==> config.mk <==
export PLATFORM = sky130hd
export DESIGN_NAME = ec_mailbox
export DESIGN_NICKNAME = d
export VERILOG_FILES = /design/src/rtl/mbx_pkg.sv /design/src/rtl/mbx_obuf_fsm.sv /design/src/rtl/mbx_ibuf_fsm.sv /design/src/rtl/mbx_status_reg.sv /design/src/rtl/ec_mailbox.sv
export SDC_FILE = /design/constraint.sdc
export NUM_CORES = 1
export LEC_CHECK = 0
export BUFFER_PORTS_ARGS = -buffer_cell sky130_fd_sc_hd__buf_2
export CAP_MARGIN = 20
export CORE_MARGIN = 1.5
export CORE_UTILIZATION = 32
export DETAILED_ROUTE_END_ITERATION = 7
export PLACE_DENSITY = 0.57
export SLEW_MARGIN = 5
export SYNTH_ARGS = -nofsm -noshare
export SYNTH_HDL_FRONTEND = slang
export SYNTH_SLANG_ARGS = --single-unit
==> constraint.sdc <==
create_clock -name clk -period 1.9 [get_ports clk]
set_input_delay 0.19 -clock clk [delete_from_list [all_inputs] [get_ports clk]]
set_output_delay 0.19 -clock clk [all_outputs]
set_load 0.01 [all_outputs]
==> src/rtl/mbx_pkg.sv <==
package mbx_pkg;

    typedef enum logic [1:0] {
        OB_EMPTY    = 2'd0,
        OB_FULL_IRQ = 2'd1,
        OB_FULL_SMI = 2'd2,
        OB_FULL_SCI = 2'd3
    } ob_state_t;

    typedef enum logic {
        IB_EMPTY = 1'b0,
        IB_FULL  = 1'b1
    } ib_state_t;

    // core register locations
    localparam int unsigned CA_OB_IRQ = 0;
    localparam int unsigned CA_OB_SMI = 1;
    localparam int unsigned CA_OB_SCI = 2;
    localparam int unsigned CA_IB     = 3;
    localparam int unsigned CA_STAT   = 4;
    localparam int unsigned CA_CFG    = 5;
    localparam int unsigned CA_SET    = 6;
    localparam int unsigned CA_CLR    = 7;

    // status bit positions
    localparam int unsigned SB_OBF = 0;
    localparam int unsigned SB_IBF = 1;
    localparam int unsigned SB_CD  = 3;

    // user-owned status bits: 7,6,5,4,2
    localparam logic [7:0] USR_MASK8 = 8'hF4;

endpackage

==> src/rtl/mbx_obuf_fsm.sv <==
module mbx_obuf_fsm
    import mbx_pkg::*;
#(
    parameter int unsigned DW = 8
) (
    input  logic          clk,
    input  logic          rst_n,
    input  logic          core_wr,
    input  ob_state_t     core_kind,
    input  logic [DW-1:0] core_wdata,
    input  logic          host_take,
    output logic [DW-1:0] ob_byte,
    output logic          obf,
    output logic          line_irq,
    output logic          line_smi,
    output logic          line_sci,
    output logic          obe_pulse
);

    ob_state_t     state_q, state_d;
    logic [DW-1:0] byte_q;
    logic          obe_q;

    always_comb begin
        state_d = state_q;
        unique case (state_q)
            OB_EMPTY: begin
                if (core_wr) state_d = core_kind;
            end
            OB_FULL_IRQ, OB_FULL_SMI, OB_FULL_SCI: begin
                if (core_wr)        state_d = core_kind;
                else if (host_take) state_d = OB_EMPTY;
            end
        endcase
    end

    always_ff @(posedge clk) begin
        if (!rst_n) begin
            state_q <= OB_EMPTY;
            byte_q  <= '0;
            obe_q   <= 1'b0;
        end else begin
            state_q <= state_d;
            if (core_wr) byte_q <= core_wdata;
            obe_q   <= (state_q != OB_EMPTY) && host_take && !core_wr;
        end
    end

    always_comb begin
        obf      = 1'b0;
        line_irq = 1'b0;
        line_smi = 1'b0;
        line_sci = 1'b0;
        unique case (state_q)
            OB_EMPTY:    ;
            OB_FULL_IRQ: begin obf = 1'b1; line_irq = 1'b1; end
            OB_FULL_SMI: begin obf = 1'b1; line_smi = 1'b1; end
            OB_FULL_SCI: begin obf = 1'b1; line_sci = 1'b1; end
        endcase
    end

    assign ob_byte   = byte_q;
    assign obe_pulse = obe_q;

    // a core write always leaves the buffer full
    a_r2_fill_sets_obf: assert property (@(posedge clk) disable iff (!rst_n)
        core_wr |=> obf);

    // a host drain without a fill empties the buffer
    a_r2_take_clears_obf: assert property (@(posedge clk) disable iff (!rst_n)
        (host_take && !core_wr) |=> !obf);

    // the empty pulse only appears with the buffer empty
    a_r5_obe_when_empty: assert property (@(posedge clk) disable iff (!rst_n)
        obe_pulse |-> !obf);

    // never two host lines together
    a_r6_one_line: assert property (@(posedge clk) disable iff (!rst_n)
        $onehot0({line_irq, line_smi, line_sci}));

    // fill beats drain
    a_r10_ob_fill_wins: assert property (@(posedge clk) disable iff (!rst_n)
        (core_wr && host_take) |=> (obf && ob_byte == $past(core_wdata)));

endmodule

==> src/rtl/mbx_ibuf_fsm.sv <==
module mbx_ibuf_fsm
    import mbx_pkg::*;
#(
    parameter int unsigned DW = 8
) (
    input  logic          clk,
    input  logic          rst_n,
    input  logic          host_wr,
    input  logic          host_cmd,
    input  logic [DW-1:0] host_wdata,
    input  logic          core_take,
    output logic [DW-1:0] ib_byte,
    output logic          ibf,
    output logic          cmd_flag
);

    ib_state_t     state_q, state_d;
    logic [DW-1:0] byte_q;
    logic          cd_q;

    always_comb begin
        state_d = state_q;
        unique case (state_q)
            IB_EMPTY: begin
                if (host_wr) state_d = IB_FULL;
            end
            IB_FULL: begin
                if (!host_wr && core_take) state_d = IB_EMPTY;
            end
        endcase
    end

    always_ff @(posedge clk) begin
        if (!rst_n) begin
            state_q <= IB_EMPTY;
            byte_q  <= '0;
            cd_q    <= 1'b0;
        end else begin
            state_q <= state_d;
            if (host_wr) begin
                byte_q <= host_wdata;
                cd_q   <= host_cmd;
            end
        end
    end

    always_comb begin
        unique case (state_q)
            IB_EMPTY: ibf = 1'b0;
            IB_FULL:  ibf = 1'b1;
        endcase
    end

    assign ib_byte  = byte_q;
    assign cmd_flag = cd_q;

    // any host write leaves the buffer full
    a_r4_host_write_full: assert property (@(posedge clk) disable iff (!rst_n)
        host_wr |=> (ibf && ib_byte == $past(host_wdata)));

    // a lone core read empties the buffer
    a_r3_core_read_empties: assert property (@(posedge clk) disable iff (!rst_n)
        (core_take && !host_wr) |=> !ibf);

    // the command flag follows the port of the latest host write
    a_r3_cd_tracks_port: assert property (@(posedge clk) disable iff (!rst_n)
        host_wr |=> (cmd_flag == $past(host_cmd)));

endmodule

==> src/rtl/mbx_status_reg.sv <==
module mbx_status_reg
    import mbx_pkg::*;
#(
    parameter int unsigned DW = 8
) (
    input  logic          clk,
    input  logic          rst_n,
    input  logic          enh,
    input  logic          direct_we,
    input  logic          set_we,
    input  logic          clr_we,
    input  logic [DW-1:0] wdata,
    output logic [DW-1:0] usr_bits
);

    localparam logic [DW-1:0] USR_MASK = DW'(USR_MASK8);

    logic [DW-1:0] usr_q;

    always_ff @(posedge clk) begin
        if (!rst_n) begin
            usr_q <= '0;
        end else if (!enh && direct_we) begin
            usr_q <= wdata & USR_MASK;
        end else if (enh && set_we) begin
            usr_q <= usr_q | (wdata & USR_MASK);
        end else if (enh && clr_we) begin
            usr_q <= usr_q & ~(wdata & USR_MASK);
        end
    end

    assign usr_bits = usr_q;

    // direct status write ignored in enhanced mode
    a_r9_direct_ignored: assert property (@(posedge clk) disable iff (!rst_n)
        (enh && direct_we) |=> $stable(usr_bits));

    // hardware-owned positions never held here
    a_r8_user_only: assert property (@(posedge clk) disable iff (!rst_n)
        (usr_bits & ~USR_MASK) == '0);

endmodule

==> src/rtl/ec_mailbox.sv <==
module ec_mailbox
    import mbx_pkg::*;
#(
    parameter int unsigned DW  = 8,
    parameter int unsigned CAW = 3
) (
    input  logic           clk,
    input  logic           rst_n,
    input  logic           hst_cs,
    input  logic           hst_wr,
    input  logic           hst_rd,
    input  logic           hst_a,
    input  logic [DW-1:0]  hst_wdata,
    output logic [DW-1:0]  hst_rdata,
    input  logic           cor_we,
    input  logic           cor_re,
    input  logic [CAW-1:0] cor_addr,
    input  logic [DW-1:0]  cor_wdata,
    output logic [DW-1:0]  cor_rdata,
    output logic           irq_ibf,
    output logic           irq_obe,
    output logic           host_irq,
    output logic           host_smi,
    output logic           host_sci
);

    localparam logic [CAW-1:0] A_OB_IRQ = CAW'(CA_OB_IRQ);
    localparam logic [CAW-1:0] A_OB_SMI = CAW'(CA_OB_SMI);
    localparam logic [CAW-1:0] A_OB_SCI = CAW'(CA_OB_SCI);
    localparam logic [CAW-1:0] A_IB     = CAW'(CA_IB);
    localparam logic [CAW-1:0] A_STAT   = CAW'(CA_STAT);
    localparam logic [CAW-1:0] A_CFG    = CAW'(CA_CFG);
    localparam logic [CAW-1:0] A_SET    = CAW'(CA_SET);
    localparam logic [CAW-1:0] A_CLR    = CAW'(CA_CLR);

    logic          enh_q;
    logic          ob_wr, ib_take, host_take, host_put;
    ob_state_t     ob_kind;
    logic [DW-1:0] ob_byte, ib_byte, usr_bits, status;
    logic          obf, ibf, cd;

    // decode
    always_comb begin
        ob_wr     = cor_we && (cor_addr == A_OB_IRQ || cor_addr == A_OB_SMI ||
                               cor_addr == A_OB_SCI);
        ib_take   = cor_re && (cor_addr == A_IB);
        host_take = hst_cs && hst_rd && !hst_a;
        host_put  = hst_cs && hst_wr;
        ob_kind   = OB_FULL_IRQ;
        if (enh_q && cor_addr == A_OB_SMI) ob_kind = OB_FULL_SMI;
        if (enh_q && cor_addr == A_OB_SCI) ob_kind = OB_FULL_SCI;
    end

    always_ff @(posedge clk) begin
        if (!rst_n)                          enh_q <= 1'b0;
        else if (cor_we && cor_addr == A_CFG) enh_q <= cor_wdata[0];
    end

    mbx_obuf_fsm #(.DW(DW)) u_obuf (
        .clk        (clk),
        .rst_n      (rst_n),
        .core_wr    (ob_wr),
        .core_kind  (ob_kind),
        .core_wdata (cor_wdata),
        .host_take  (host_take),
        .ob_byte    (ob_byte),
        .obf        (obf),
        .line_irq   (host_irq),
        .line_smi   (host_smi),
        .line_sci   (host_sci),
        .obe_pulse  (irq_obe)
    );

    mbx_ibuf_fsm #(.DW(DW)) u_ibuf (
        .clk        (clk),
        .rst_n      (rst_n),
        .host_wr    (host_put),
        .host_cmd   (hst_a),
        .host_wdata (hst_wdata),
        .core_take  (ib_take),
        .ib_byte    (ib_byte),
        .ibf        (ibf),
        .cmd_flag   (cd)
    );

    mbx_status_reg #(.DW(DW)) u_stat (
        .clk       (clk),
        .rst_n     (rst_n),
        .enh       (enh_q),
        .direct_we (cor_we && cor_addr == A_STAT),
        .set_we    (cor_we && cor_addr == A_SET),
        .clr_we    (cor_we && cor_addr == A_CLR),
        .wdata     (cor_wdata),
        .usr_bits  (usr_bits)
    );

    always_comb begin
        status         = usr_bits;
        status[SB_OBF] = obf;
        status[SB_IBF] = ibf;
        status[SB_CD]  = cd;
    end

    always_comb begin
        hst_rdata = '0;
        if (hst_cs && hst_rd) hst_rdata = hst_a ? status : ob_byte;
    end

    always_comb begin
        cor_rdata = '0;
        if (cor_re) begin
            unique case (cor_addr)
                A_OB_IRQ, A_OB_SMI, A_OB_SCI: cor_rdata = ob_byte;
                A_IB:                         cor_rdata = ib_byte;
                A_STAT:                       cor_rdata = status;
                A_CFG:                        cor_rdata = DW'(enh_q);
                default:                      cor_rdata = '0;
            endcase
        end
    end

    assign irq_ibf = ibf;

    // compatible-mode output writes never use SMI or SCI
    a_r7_compat_irq_only: assert property (@(posedge clk) disable iff (!rst_n)
        (!enh_q && ob_wr) |=> (host_irq && !host_smi && !host_sci));

    // status read leaves the output buffer as it was
    a_r2_status_read_quiet: assert property (@(posedge clk) disable iff (!rst_n)
        (hst_cs && hst_rd && hst_a && !ob_wr) |=> $stable(host_irq | host_smi | host_sci));

endmodule

==> results.ini <==
[logic_synthesis]
yosys_warnings = 0
avgSynthCellArea_sq_um = 7.575
synth_edf_count = 0
synth_top_area_share_pct = 35.32
synthTopCellsByArea = dfxtp_1, a21oi_1, nand2_1, mux2i_1, o21ai_0
ys_seq_elements = 27
synth_cell_type_count = 32
syn_area_sq_mm = 0.001530
synthArstFlopShare_pct = 0
ys_dominant_reg_cell = dfxtp_1
synth_largest_area_cell = dfxtp_1
synth_most_common_cell = nand2_1
yosysSeqAreaShare_pct = 35.32
synth_nets = 229
synth_common_cells = nand2_1, a21oi_1, dfxtp_1
synth_cells = 202

[critical_path]
r2r_slack_ns = 0.66
rr_startpoint = enh_q
crit_required_ns = 1.71
path_max_fanout = 7
crit_arrival_ns = 1.35
start_kind = register
slowest_delay_ns = 0.49
path_cells = and3b_1 > o21ai_0 > a31oi_1 > buf_2
critPathKind = register to output pin
crit_path_end_kind = output pin
reg2reg_depth = 3
worst_path_max_delay_cell = dfxtp_1

[flow_run]
maxCapViolCount = 0

[floorplanning]
core_area_sq_mm = 0.004474
initial_utilization_pct = 34.20
die_area_sq_mm = 0.005206
die_h_um = 72.15
io_pins = 48
num_rows = 24
die_w_um = 72.15

[clocking]
cts_tree = built
cts_resized = 0
htreeDepth = 1
clk_latency_ns = 0.27
cts_sinks = 27
ctsHoldBuffers = 0
cts_root_buf = clkbuf_8
post-cts-setup-buffers = 0
cts_buffers = 3
clk_pin_slew_ns = 0.09
clk_path_buf_depth = 2

[drt]
viasPerCell = 5.429
wl_per_cell_um = 15.12
wl_um = 4444
drtAntennaViolNets = 0
drtIter0Drc = 55
first_pass_iters = 4
drc = 0
vias = 1596

[global_route]
grtUsageMet1_pct = 25.60
grt_use_met3_pct = 4.306
antenna_found_initial = 0
busiest_layer = met2
grt_use_met2_pct = 29.22
grtUsageTotal_pct = 18.24
grt_max_degree = 27
overflow = 0
grt_pass1_vias = 1528
grt_pass1_wl_um = 7500

[min_path]
min_delay_path_depth = 3
hp-class = input pin to register
min_from = hst_wdata[1]
hold_end = u_ibuf.ib_byte[1]

[final_layout]
regArea_sq_um = 540.5
fin_nets = 270
area_growth_pct = 19.54
drive_above_1_share_pct = 22.73
n_fill_cell = 478
multiInputGateArea_sq_um = 898.4
insertedDiodeCount = 0

[timing]
slew-limit-headroom_pct = 66.85
post-route-period-util_pct = 81.07
finalSetupViolCount = 0
max_freq_mhz = 649.2
finalMaxSlewViolations = 0
rsz0062_at_grt = no
finalCriticalPeriod_ns = 1.540
tns_ns = 0
worst_slew_pin_slew_ns = 0.4961
clock_skew_ns = 0.0008543
hold_violations = 0

[power]
powerDensity_mw_per_mm2 = 617.0
total_power_w = 0.001129
cellLeakagePower_nw = 0.7907
vdd.ir_drop.worst_mv = 0.4832

[placed_design]
dp_hpwl_um = 3144
place.gp.congestion = 0.7706
port_buffers = 47

[outcome]
run_status = finished clean

logic make-up (layout without fill, tap and decap cells):
group,count (synthesis),in the layout,synth area share [%]
AO/OA/AOI/OAI,72,72,29.76
AND/OR/NAND/NOR,73,73,23.14
XOR/XNOR,1,1,0.5725
buffers and inverters,21,61,5.968
flip-flops,27,27,35.32
multiplexers,8,8,5.233
worst max path at each step:
stage / from / endpoint / cells past startpoint
finish: enh_q / cor_rdata[0] / 4
floorplan: cor_addr[1] / cor_rdata[0] / 5
CTS: enh_q / cor_rdata[0] / 4
detailed placement: cor_addr[2] / cor_rdata[0] / 5
global placement: cor_addr[2] / cor_rdata[0] / 5
global route: enh_q / cor_rdata[0] / 4
layout make-up:
class,count,area share (%)
Inverter,8,1.642
Timing Repair Buffer,49,13.68
Multi-Input combinational cell,154,49.11
Sequential cell,27,29.55
Clock buffer,4,2.462
Tap cell,52,3.557
power by group:
part / leakage (nW) / switching (W) / total, W / internal (W)
Sequential: 0.220 / 0.0000181 / 0.000606 / 0.000588
Combinational: 0.548 / 0.000117 / 0.000189 / 0.0000727
Clock: 0.0228 / 0.000183 / 0.000333 / 0.000150
metrics by stage:
step / util (%) / instances / area [sq um] / hold slack (ns) / worst slack [ns]
global route: 40.88 / 294 / 1829 / 0.1282 / 0.2528
finish: 40.88 / 294 / 1829 / 0.1456 / 0.3597
floorplan: - / 202 / 1530 / 0.2731 / 0.6924
detailed placement: 39.88 / 290 / 1784 / 0.4372 / 0.4069
global placement: 39.88 / 290 / 1784 / 0.4362 / 0.3823
CTS: 40.88 / 294 / 1829 / 0.1405 / 0.3680
worst max-delay path, delay by kind of cell (launching register included):
kind / cells / cell delay [ns]
AOI/OAI and AO/OA: 2 / 0.25
buffers and inverters: 1 / 0.16
DFF: 1 / 0.49
and+or+nand+nor: 1 / 0.19
cell usage in the layout, fill, tap and decap left out, types with 2 or more instances in the layout:
master,synthesis,layout
buf_2,3,47
nand2_1,36,36
a21oi_1,28,28
dfxtp_1,27,27
o21ai_0,11,11
nor2_1,11,11
mux2i_1,8,8
inv_1,8,8
nand3_1,8,8
and3_1,7,7
a21boi_0,7,7
o21bai_1,7,7
a22oi_1,5,5
o32ai_1,5,5
and3b_1,3,3
clkbuf_8,0,3
nor2b_1,2,2
and2_1,2,2
o221ai_1,2,2
nand4b_1,2,2
buf_4,0,2
routing by layer:
metal	up-vias	part of all wire, %
met2	40	45
li1	802	-
met3	2	4.7
met5	-	0
met4	0	0.38
met1	752	50
Power figures use the tool's default switching activity.
